`src/rtl/env_asm_pkg.sv`:
```
package env_asm_pkg;

  // cells placed in an envelope for a given backlog
  function automatic int take_of(input int backlog, input int env_cells);
    return (backlog < env_cells) ? backlog : env_cells;
  endfunction

  // empty slots of an envelope that carries 'taken' cells
  function automatic int pad_of(input int taken, input int env_cells);
    return env_cells - taken;
  endfunction

endpackage

```
`src/rtl/env_backlog_ctr.sv`:
```
module env_backlog_ctr #(
  parameter int QDEPTH = 15,
  parameter int CW     = 4,
  parameter int PW     = 3
) (
  input  logic          clk,
  input  logic          rst_n,
  input  logic          cell_in,
  input  logic          take_en,
  input  logic [PW-1:0] take_n,
  output logic [CW-1:0] backlog
);

  logic          at_cap;
  logic          accept;
  logic [CW-1:0] after_take;

  assign at_cap     = (backlog == CW'(QDEPTH));
  assign accept     = cell_in && !at_cap;
  assign after_take = take_en ? (backlog - CW'(take_n)) : backlog;

  always_ff @(posedge clk) begin
    if (!rst_n) backlog <= '0;
    else        backlog <= after_take + CW'(accept);
  end

  AST_NO_OVERFLOW: assert property (@(posedge clk) disable iff (!rst_n)
    backlog <= CW'(QDEPTH));

  AST_CAP_HOLD: assert property (@(posedge clk) disable iff (!rst_n)
    (at_cap && !take_en) |=> backlog == CW'(QDEPTH));

  AST_IDLE_STABLE: assert property (@(posedge clk) disable iff (!rst_n)
    (!take_en && !cell_in) |=> $stable(backlog));

endmodule

```
`src/rtl/env_age_timer.sv`:
```
module env_age_timer #(
  parameter int TW = 8
) (
  input  logic          clk,
  input  logic          rst_n,
  input  logic          active,
  input  logic          clear,
  input  logic [TW-1:0] limit,
  output logic          expired
);

  localparam logic [TW-1:0] AGE_MAX = '1;

  logic [TW-1:0] age;
  logic          can_tick;

  assign can_tick = active && (age != AGE_MAX);
  assign expired  = (limit != '0) && (age >= limit);

  always_ff @(posedge clk) begin
    if (!rst_n)        age <= '0;
    else if (clear)    age <= '0;
    else if (can_tick) age <= age + 1'b1;
  end

  AST_AGE_CLEAR: assert property (@(posedge clk) disable iff (!rst_n)
    clear |=> (age == '0));

  AST_AGE_IDLE: assert property (@(posedge clk) disable iff (!rst_n)
    (!active && !clear) |=> $stable(age));

  AST_TMO_OFF: assert property (@(posedge clk) disable iff (!rst_n)
    (limit == '0) |-> !expired);

endmodule

```
`src/rtl/env_report.sv`:
```
module env_report #(
  parameter int ENV_CELLS = 4,
  parameter int PW        = 3
) (
  input  logic          clk,
  input  logic          rst_n,
  input  logic          fire,
  input  logic [PW-1:0] taken,
  output logic          rpt_vld,
  output logic [PW-1:0] rpt_cells,
  output logic [PW-1:0] rpt_pad,
  output logic          rpt_padded
);

  import env_asm_pkg::*;

  logic [PW-1:0] pad_n;
  assign pad_n = PW'(pad_of(int'(taken), ENV_CELLS));

  always_ff @(posedge clk) begin
    if (!rst_n) begin
      rpt_vld    <= 1'b0;
      rpt_cells  <= '0;
      rpt_pad    <= '0;
      rpt_padded <= 1'b0;
    end else begin
      rpt_vld <= fire;
      if (fire) begin
        rpt_cells  <= taken;
        rpt_pad    <= pad_n;
        rpt_padded <= (pad_n != '0);
      end
    end
  end

  AST_RPT_SUM: assert property (@(posedge clk) disable iff (!rst_n)
    rpt_vld |-> (int'(rpt_cells) + int'(rpt_pad) == ENV_CELLS));

  AST_RPT_PULSE: assert property (@(posedge clk) disable iff (!rst_n)
    rpt_vld |-> $past(fire));

  AST_RPT_NONEMPTY: assert property (@(posedge clk) disable iff (!rst_n)
    rpt_vld |-> (rpt_cells != '0));

endmodule

```
`src/rtl/env_assembler.sv`:
```
module env_assembler #(
  parameter int ENV_CELLS = 4,
  parameter int QDEPTH    = 15,
  parameter int TMO_W     = 8,
  localparam int CW       = $clog2(QDEPTH + 1),
  localparam int PW       = $clog2(ENV_CELLS + 1)
) (
  input  logic             clk,
  input  logic             rst_n,
  input  logic             cell_in,
  input  logic             grant_in,
  input  logic [TMO_W-1:0] tmo_limit,
  output logic             env_req,
  output logic             rpt_vld,
  output logic [PW-1:0]    rpt_cells,
  output logic [PW-1:0]    rpt_pad,
  output logic             rpt_padded
);

  import env_asm_pkg::*;

  logic [CW-1:0] backlog;
  logic [PW-1:0] take_n;
  logic          env_full;
  logic          env_aged;
  logic          tmo_fire;
  logic          grant_take;
  logic          q_busy;

  assign q_busy     = (backlog != '0);
  assign env_full   = (int'(backlog) >= ENV_CELLS);
  assign env_aged   = tmo_fire && q_busy;
  assign env_req    = env_full || env_aged;
  assign grant_take = grant_in && env_req;
  assign take_n     = PW'(take_of(int'(backlog), ENV_CELLS));

  env_backlog_ctr #(.QDEPTH(QDEPTH), .CW(CW), .PW(PW)) i_ctr (
    .clk     (clk),
    .rst_n   (rst_n),
    .cell_in (cell_in),
    .take_en (grant_take),
    .take_n  (take_n),
    .backlog (backlog)
  );

  env_age_timer #(.TW(TMO_W)) i_timer (
    .clk     (clk),
    .rst_n   (rst_n),
    .active  (q_busy),
    .clear   (grant_take),
    .limit   (tmo_limit),
    .expired (tmo_fire)
  );

  env_report #(.ENV_CELLS(ENV_CELLS), .PW(PW)) i_rpt (
    .clk        (clk),
    .rst_n      (rst_n),
    .fire       (grant_take),
    .taken      (take_n),
    .rpt_vld    (rpt_vld),
    .rpt_cells  (rpt_cells),
    .rpt_pad    (rpt_pad),
    .rpt_padded (rpt_padded)
  );

  AST_FULL_REQ: assert property (@(posedge clk) disable iff (!rst_n)
    (int'(backlog) >= ENV_CELLS) |-> env_req);

  AST_NO_REQ_EMPTY: assert property (@(posedge clk) disable iff (!rst_n)
    !q_busy |-> !env_req);

  AST_DISABLED_PARTIAL: assert property (@(posedge clk) disable iff (!rst_n)
    ((tmo_limit == '0) && (int'(backlog) < ENV_CELLS)) |-> !env_req);

  AST_GRANT_IGNORED: assert property (@(posedge clk) disable iff (!rst_n)
    (grant_in && !env_req) |=> !rpt_vld);

  AST_GRANT_ARRIVAL: assert property (@(posedge clk) disable iff (!rst_n)
    (grant_take && cell_in && (backlog != CW'(QDEPTH))) |=>
      (int'(backlog) == int'($past(backlog)) - int'($past(take_n)) + 1));

endmodule

```
`config.mk`:
```
export PLATFORM = sky130hd
export DESIGN_NAME = env_assembler
export DESIGN_NICKNAME = d
export VERILOG_FILES = /design/src/rtl/env_asm_pkg.sv /design/src/rtl/env_backlog_ctr.sv /design/src/rtl/env_age_timer.sv /design/src/rtl/env_report.sv /design/src/rtl/env_assembler.sv
export SDC_FILE = /design/constraint.sdc
export NUM_CORES = 1
export LEC_CHECK = 0
export BUFFER_PORTS_ARGS = -buffer_cell sky130_fd_sc_hd__buf_2
export CELL_PAD_IN_SITES_DETAIL_PLACEMENT = 1
export CELL_PAD_IN_SITES_GLOBAL_PLACEMENT = 2
export CORE_ASPECT_RATIO = 0.6
export CORE_MARGIN = 4
export CORE_UTILIZATION = 30
export CTS_CLUSTER_SIZE = 8
export DETAILED_ROUTE_END_ITERATION = 8
export PLACE_DENSITY_LB_ADDON = 0.1
export RECOVER_POWER = 50
export REMOVE_ABC_BUFFERS = 1
export SLEW_MARGIN = 20
export SYNTH_ARGS = -nofsm -noshare
export SYNTH_HDL_FRONTEND = slang
export SYNTH_SLANG_ARGS = --single-unit
```
`constraint.sdc`:
```
create_clock -name clk -period 2.9 [get_ports clk]
set_input_delay 0.58 -clock clk [delete_from_list [all_inputs] [get_ports clk]]
set_output_delay 0.58 -clock clk [all_outputs]
set_load 0.005 [all_outputs]
```
* Word-level counts from Yosys, hierarchy flattened
Cells that the tools add are included.
** Storage, ports and cells
- Flip-flop bits (word level) :: 20
- Output and inout port bits :: 9
- Logic and storage cells :: 29
- Input port bits :: 12
** Operators by class
- $add $sub $neg :: 4
- Reduce and logical (&&, ||, !) cells :: 11
- Muxes and demuxes :: 2
- $lt $le $gt $ge :: 3
- Equal/unequal tests :: 2
- Bitwise operators :: 1
** Operators by type and width (count)
- $add 8x1->8 const B :: 1
- $ge 8x8->1 :: 1
- $ne 8x8->1 const B :: 1
- $reduce_bool 8->1 :: 1
- $logic_and 1x1->1 :: 5
- $add 4x1->4 :: 1
- $eq 4x4->1 const B :: 1
- $ge 4x3->1 const B :: 1
- $lt 4x3->1 const B :: 1
- $mux 4 :: 1
- $reduce_bool 4->1 :: 1
- $sub 4x3->4 :: 1
- $mux 3 :: 1
- $reduce_bool 3->1 :: 1
- $sub 3x3->3 const A :: 1
- $reduce_or 2->1 :: 1
- $logic_not 1->1 :: 1
- $logic_or 1x1->1 :: 1
- $not 1->1 :: 1

* Longest topological paths before layout
Gate-level depths: netlist of run 1.
- Word-level depth :: 7
- Gate-level depth with buffers :: 11
- Gate-level depth less buffers :: 11

* Modules after synthesis
From an unflattened synthesis of run 1, not the netlist that was laid out.
** Unflattened totals
- Cell total of the unflattened synthesis :: 144
- Area, all modules :: 1266.2 um^2
** By module, submodules not included
- env_age_timer :: area an instance 590.6 um^2, seq. area each 160.2 um^2, instances 1, cells an instance 73
- env_backlog_ctr :: area an instance 335.3 um^2, seq. area each 80.1 um^2, instances 1, cells an instance 35
- env_report :: area an instance 294.0 um^2, seq. area each 140.1 um^2, instances 1, cells an instance 27
- env_assembler :: area an instance 46.3 um^2, seq. area each 0.0 um^2, instances 1, cells an instance 9

* Worst setup path before layout of run 1
Ideal clock, no wire load.
- Kind :: input to register
- From :: input port tmo_limit[7]
- To :: register i_ctr.backlog[2]
- Required time :: 2.830 ns
- Arrival time :: 2.851 ns
- Setup time :: 0.070 ns
- Buffers on the path :: 0
- Setup slack :: -0.021 ns
- Cell stages on the path :: 10
- Path through :: inv_1 ha_1 and2_4 nand3_2 o31a_4 nor2_4 mux2_1 ha_1 or4_1 a21boi_1
** On the way
- Longest elaborated chain between the ends :: 7
- Elaborated cells on any way between the ends :: 8
- Classes of those cells :: add/sub: 1; order compare: 1; mux: 1; reduce/logical: 5
** RTL lines
- start: declaration :: line env_assembler.sv:12 : input logic [TMO_W-1:0] tmo_limit,
- $ge 8x8->1 or $reduce_bool 8->1 (tied branches) :: line env_age_timer.sv:18 : assign expired = (limit != '0) && (age >= limit);
- $logic_and 1x1->1 (*) :: line env_age_timer.sv:18
- $logic_and 1x1->1 (*) :: line env_assembler.sv:32 : assign env_aged = tmo_fire && q_busy;
- $logic_or 1x1->1 (*) :: line env_assembler.sv:33 : assign env_req = env_full || env_aged;
- $logic_and 1x1->1 (*) :: line env_assembler.sv:34 : assign grant_take = grant_in && env_req;
- $mux 4 (*) :: line env_backlog_ctr.sv:20 : assign after_take = take_en ? (backlog - CW'(take_n)) : backlog;
- $add 4x1->4 (*) :: line env_backlog_ctr.sv:24 : else backlog <= after_take + CW'(accept);
- end signal: assignment :: line env_backlog_ctr.sv:24
- end: declaration :: line env_backlog_ctr.sv:11 : output logic [CW-1:0] backlog
Mark *: on every way between the ends. The rest lies on a longest branch, timed or not.
A chain may end at the register's enable or synchronous reset.

* Worst setup path in the final report of run 1
Same ends and word-level chain as after synthesis.

==> results.toml, run 1 <==
[place]
dp_worst_setup_slack_ns = -0.204
port_buffers = 20
post-dp-hpwl_mm = 2.81
dp.cells = 232
dpl-instance-area_um2 = 1480
place_congestion = 0.799

[synthesis]
synth_area_leaders = "dfxtp_1, ha_1, mux2i_1"
synth_seq_cells = 19
synth_common_cells = "dfxtp_1, nand2_1, ha_1"
synth_enable_flop_cells = 0
yosysTopAreaCell = "dfxtp_1"
synth_top_family_by_area = "simple AND/OR/NAND/NOR gates"
yosys_most_used_dff = "dfxtp_1"
synth-async-reset-ratio = 0
synthSimpleGateAreaFrac = 0.229
syn-mean-instance-area_um2 = 8.52
yosys.area_share.adder = 0.138
synth_seq_area_share = 0.300
yosys.area.top_type_share = 0.300
synth_xor_area_frac = 0.0414
synth_cells = 149
synth_area_um2 = 1270
yosysMostFrequentCell = "dfxtp_1"
synth-compound-area-share = 0.172
yosys_warnings = 0
synth_cell_types = 46
synth.area.mux_share = 0.0650

[timing]
finalSetupTns_ns = 0
min_period_ns = 2.80
fin_ws_ns = 0.104
clock_skew_ns = 0.00795
setup_violations = 0
final_max_slew_viol_count = 0
timing.hold.ws_ns = 0.459
rsz0062_at_grt = "no"
fmax_mhz = 358
finalHoldViolCount = 0
fin_crit_sh = 0.964

[global_routing]
grt_pass1_wl_mm = 5.91
gr-usage-met2 = 0.206
grt_max_degree = 19
use_met3 = 0.0447
antenna_found_initial = 0
grtUsageTotal = 0.141
gr-total-overflow = 0
grt_pass1_vias = 1184
busiest_layer = "met2"
met1_usage = 0.205

[critical_path]
crit_arrival_ns = 2.99
critPathRequiredTime_ns = 3.10
cp_slowest_cell = "or4_1"
r2r_start = "i_timer.age[6]"
slowest_delay_ns = 0.53
cp-start-kind = "input pin"
cp_cell_sequence = "buf_2 > inv_1 > ha_1 > and2_4 > nand3_2 > o31a_4 > nor2_4 > mux2_1 > ha_1 > or4_1 > a21boi_1"
endpoint_kind = "flop"
worstPathMaxFanout = 3
startpoint = "tmo_limit[7]"
crit_top_cell = "ha_1"
crit_type = "in -> reg"

[detailed_routing]
post-route-drc-count = 0
drtIter0Drc = 21
vias = 1153
postRouteAntennaNets = 0
wl_per_cell_um = 14.7
vias_per_cell = 4.89
drtPass1Iterations = 4
wirelength_mm = 3.48

[min_path]
worstHoldStart = "i_rpt.rpt_cells[1]"
min_path_type = "reg -> reg"

[cts]
cts-root-buf = "clkbuf_8"
cts_tree = "built"
cts_buffer_depth = 2
cts.sinks = 19
h-tree-depth = 1
clkTransAtPathRegs_ns = 0.08
holdBufCountCts = 0
worstSkewPairLatency_ns = 0.27
cts_buffers = 3

[floorplanning]
die-width_um = 92.0
rows = 18
dieArea_um2 = 5370
core_area_um2 = 4100
ioPinCount = 21
fp.dieH_um = 58.4
start_util = 0.310

[pwr]
power_mw = 0.594
peakVddDrop_v = 0.000113
p_leak_nw = 0.696
powerDensity_nw_per_um2 = 386

[final_layout]
finalNetCount = 203
fin_util = 0.375
fin_area_um2 = 1540
antenna_cells = 0
area_growth_pct = 21.1
drive_gt1_frac = 0.205
fin_cells = 236

[run]
maxCapViolations = 0

[status]
outcome = "completed"
[sequential cells by signal (all words and copies together) (netlist names)]
signal	count
i_timer.age	8
i_ctr.backlog	4
i_rpt.rpt_pad	3
i_rpt.rpt_cells	2
i_rpt.rpt_padded	1
i_rpt.rpt_vld	1
[metal layers]
metal,routed length (um),part of all wire
met5,0,0
met4,18,0.0052
met3,160,0.046
met2,1410,0.40
met1,1890,0.54
[critical path, delay by kind of cell]
family / cells / cell delay (ns)
AOI/OAI and AO/OA: 2 / 0.49
adders and majority gates: 2 / 0.52
buffers and inverters: 2 / 0.13
muxes: 1 / 0.35
and+or+nand+nor: 4 / 0.93
[what timing repair did]
action | CTS | global route
setup endpoints to repair | 1 | 1
resized for setup | 1 | 3
pin swaps | 0 | 1
setup buffers | 0 | 0
[layout make-up]
cell class | instances | area, um2
multi-input combinational | 114 | 841
clock inverter | 1 | 5.00
sequential | 19 | 383
timing repair buffer | 28 | 151
tap | 60 | 75.1
clock buffer | 3 | 41.3
inverter | 11 | 41.3
fill | 501 | 2560
[path summary, 6_finish.rpt]
path                             end  slack, ns  depth (start not counted)
setup / recovery    i_ctr.backlog[2]       0.10                         11
hold / removal    i_rpt.rpt_cells[1]       0.46                          2
setup reg to reg    i_ctr.backlog[2]       0.12                          9
hold reg to reg   i_rpt.rpt_cells[1]       0.46                          2
[cells by family (layout without fill, tap and decap cells)]
kind of cell,after synthesis,after routing
AO/OA/AOI/OAI,30,30
XOR/XNOR,6,6
adder cells (fa/ha/maj),14,14
buffers and inverters,16,43
flip-flops,19,19
multiplexers,8,8
other,1,1
AND/OR/NAND/NOR,55,55
[where the power goes]
part / total (mW) / internal [mW] / switching (mW)
Sequential: 0.280 / 0.270 / 0.0101
Combinational: 0.119 / 0.0550 / 0.0641
Clock: 0.195 / 0.0959 / 0.0991
Total: 0.594 / 0.420 / 0.173
[placed cells by master (no fill, tap or decap), types with 4 or more instances in the layout]
cell type	count
xnor2_1	4
clkbuf_1	5
mux2i_1	6
buf_2	16
nand2_1	16
buf_4	7
dfxtp_1	17
a21oi_1	4
nor2_1	12
inv_1	11
nand3_1	5
ha_1	14
o21ai_0	4
Power figures use the tool's default switching activity.
==> run 2, diff against run 1 <==
SYNTH_HIERARCHICAL = 1   (was not set)
==> results.toml, run 2 <==
[timing]
finalHoldViolCount = 0
min_period_ns = 2.73
fin_ws_ns = 0.167
finalSetupTns_ns = 0
fin_crit_sh = 0.942
timing.hold.ws_ns = 0.519
tightest_slew_ns = 0.465
rsz0062_at_grt = "no"
relSlewSlack = 0.687
clock_skew_ns = 0.00289
fmax_mhz = 366
final_max_slew_viol_count = 0
setup_violations = 0

[synthesis]
yosys_most_used_dff = "dfxtp_1"
synth_seq_cells = 19
synth_cells = 144
yosysMostFrequentCell = "inv_1"
synthSimpleGateAreaFrac = 0.200
synth_enable_flop_cells = 0
synth.area.mux_share = 0.0474
synth-compound-area-share = 0.142
synth-async-reset-ratio = 0
synth_seq_area_share = 0.300
syn-mean-instance-area_um2 = 8.79
yosysTopAreaCell = "dfxtp_1"
synth_area_leaders = "dfxtp_1, ha_1, inv_1"
synth_cell_types = 41
synth_common_cells = "inv_1, dfxtp_1, ha_1"
yosys_warnings = 6
synth_area_um2 = 1270
synth_xor_area_frac = 0.0524
yosys.area_share.adder = 0.174
synth_top_family_by_area = "simple AND/OR/NAND/NOR gates"
yosys.area.top_type_share = 0.300

[global_routing]
antenna_found_initial = 0
grtUsageTotal = 0.128
gr-total-overflow = 0
use_met3 = 0.0383
grt_pass1_wl_mm = 5.24
grt_pass1_vias = 1051
gr-usage-met2 = 0.158
met1_usage = 0.207
grt_max_degree = 13
busiest_layer = "met1"

[pwr]
p_leak_nw = 0.703
power_mw = 0.935
powerDensity_nw_per_um2 = 599
peakVddDrop_v = 0.000223

[critical_path]
crit_arrival_ns = 2.89
critPathRequiredTime_ns = 3.05
endpoint_kind = "flop"
reg2reg_slack_ns = 0.22
timing.critical_path.buf_inv = 4
crit_type = "in -> reg"
cp-start-kind = "input pin"
r2r_end = "i_ctr/backlog[2]"
cp_cell_sequence = "buf_2 > inv_1 > ha_1 > o21ai_0 > a221o_1 > a31oi_1 > o21ai_1 > a21boi_1 > buf_4 > mux2i_1 > inv_1 > ha_1 > xor2_1 > and2_1"
crit_family = "compound AO/OA/AOI/OAI gates"
rr_worst_depth = 13
worstPathMaxFanout = 3
slowest_delay_ns = 0.37
r2r_start = "i_timer/age[0]"
cp_slowest_cell = "a221o_1"

[min_path]
min_to = "i_rpt/rpt_cells[2]"
min_path_type = "reg -> reg"
worstHoldStart = "i_rpt/rpt_cells[2]"
min_delay_path_depth = 2

[place]
post-dp-hpwl_mm = 2.62
dp_worst_setup_slack_ns = -0.190
dpl-instance-area_um2 = 1490
dp.cells = 228
place_congestion = 0.773
port_buffers = 20

[final_layout]
fin_cells = 233
final_cell_mix = "inv_1, dfxtp_1, buf_2"
fin_util = 0.403
fin_area_um2 = 1560
largest_reg_flops = 8
regMostFlops = "i_timer/age"
top_regs = "i_timer/age x8, i_ctr/backlog x4, i_rpt/rpt_cells x3"
mostFrequentLayoutCell = "inv_1"
antenna_cells = 0
area_growth_pct = 23.3
finalNetCount = 206
drive_gt1_frac = 0.244

[floorplanning]
core_area_um2 = 3870
fp.dieH_um = 58.3
start_util = 0.327
dieArea_um2 = 5360
die-width_um = 91.9
ioPinCount = 21
rows = 17

[cts]
clkTransAtPathRegs_ns = 0.07
cts-root-buf = "clkbuf_8"
cts.sinks = 19
holdBufCountCts = 0
cts_buffers = 3
worstSkewPairLatency_ns = 0.26
cts_buffer_depth = 2
h-tree-depth = 1
cts_tree = "built"

[detailed_routing]
wirelength_mm = 3.23
drtIter0Drc = 31
drtPass1Iterations = 4
wl_per_cell_um = 13.8
vias_per_cell = 4.55
postRouteAntennaNets = 0
post-route-drc-count = 0
vias = 1059

[status]
outcome = "completed"

[run]
maxCapViolations = 0
-- run 2: cell types whose count changed after synthesis, sizes merged, moves of 3 or more --
cell / previous run / this run
nand2: 16 / 5
inv: 11 / 20
nor2b: 0 / 6
a21oi: 4 / 8
and2: 3 / 6
nor2: 13 / 10
-- run 2: cell type report --
| type | count | area, um2 |
|---|---|---|
| fillers | 478 | 2310 |
| inverters | 20 | 75.1 |
| clock buffers | 4 | 45.0 |
| well taps | 57 | 71.3 |
| multi-input cells | 101 | 803 |
| flip-flops and latches | 19 | 380 |
| repair buffers | 32 | 186 |
-- run 2: logic make-up after synthesis --
kind of cell / after synthesis
and+or+nand+nor: 44
AOI/OAI and AO/OA: 28
buffers and inverters: 24
DFF: 19
adders and majority gates: 17
xor gates and xnor gates: 6
muxes: 6
-- run 2: where the power goes --
| part | leakage [nW] | internal [mW] | switching, mW | total [mW] |
|---|---|---|---|---|
| Combinational | 0.526 | 0.189 | 0.226 | 0.415 |
| Sequential | 0.154 | 0.295 | 0.0409 | 0.335 |
| Clock | 0.0228 | 0.0977 | 0.0868 | 0.184 |
-- run 2: timing repair --
item	CTS	global route
setup buffers	0	1
endpoints found under the setup margin	0	2
gates resized for setup	0	4
-- run 2: worst max-delay path by stage --
stage	startpoint	end	slack, ns	depth (start not counted)
final	tmo_limit[2]	i_ctr/backlog[2]	0.17	14
after global routing	tmo_limit[2]	i_ctr/backlog[3]	0.002	15
after CTS	tmo_limit[6]	i_ctr/backlog[3]	0.05	15
after detailed placement	tmo_limit[6]	i_ctr/backlog[3]	-0.19	15
after global placement	tmo_limit[6]	i_ctr/backlog[3]	-0.13	15
after floorplan	tmo_limit[3]	i_ctr/backlog[3]	-0.53	14
-- run 2: metal layers --
metal / up-vias / routed length (um)
met4: 0 / 27
met2: 13 / 1200
met3: 4 / 91
li1: 557 / -
met5: - / 0
met1: 485 / 1910
-- run 2: worst min-delay path: cells and delay by family (launching register included) --
| family | cells | cell delay (ns) |
|---|---|---|
| simple gates | 1 | 0.10 |
| flops | 1 | 0.32 |
| mux | 1 | 0.07 |
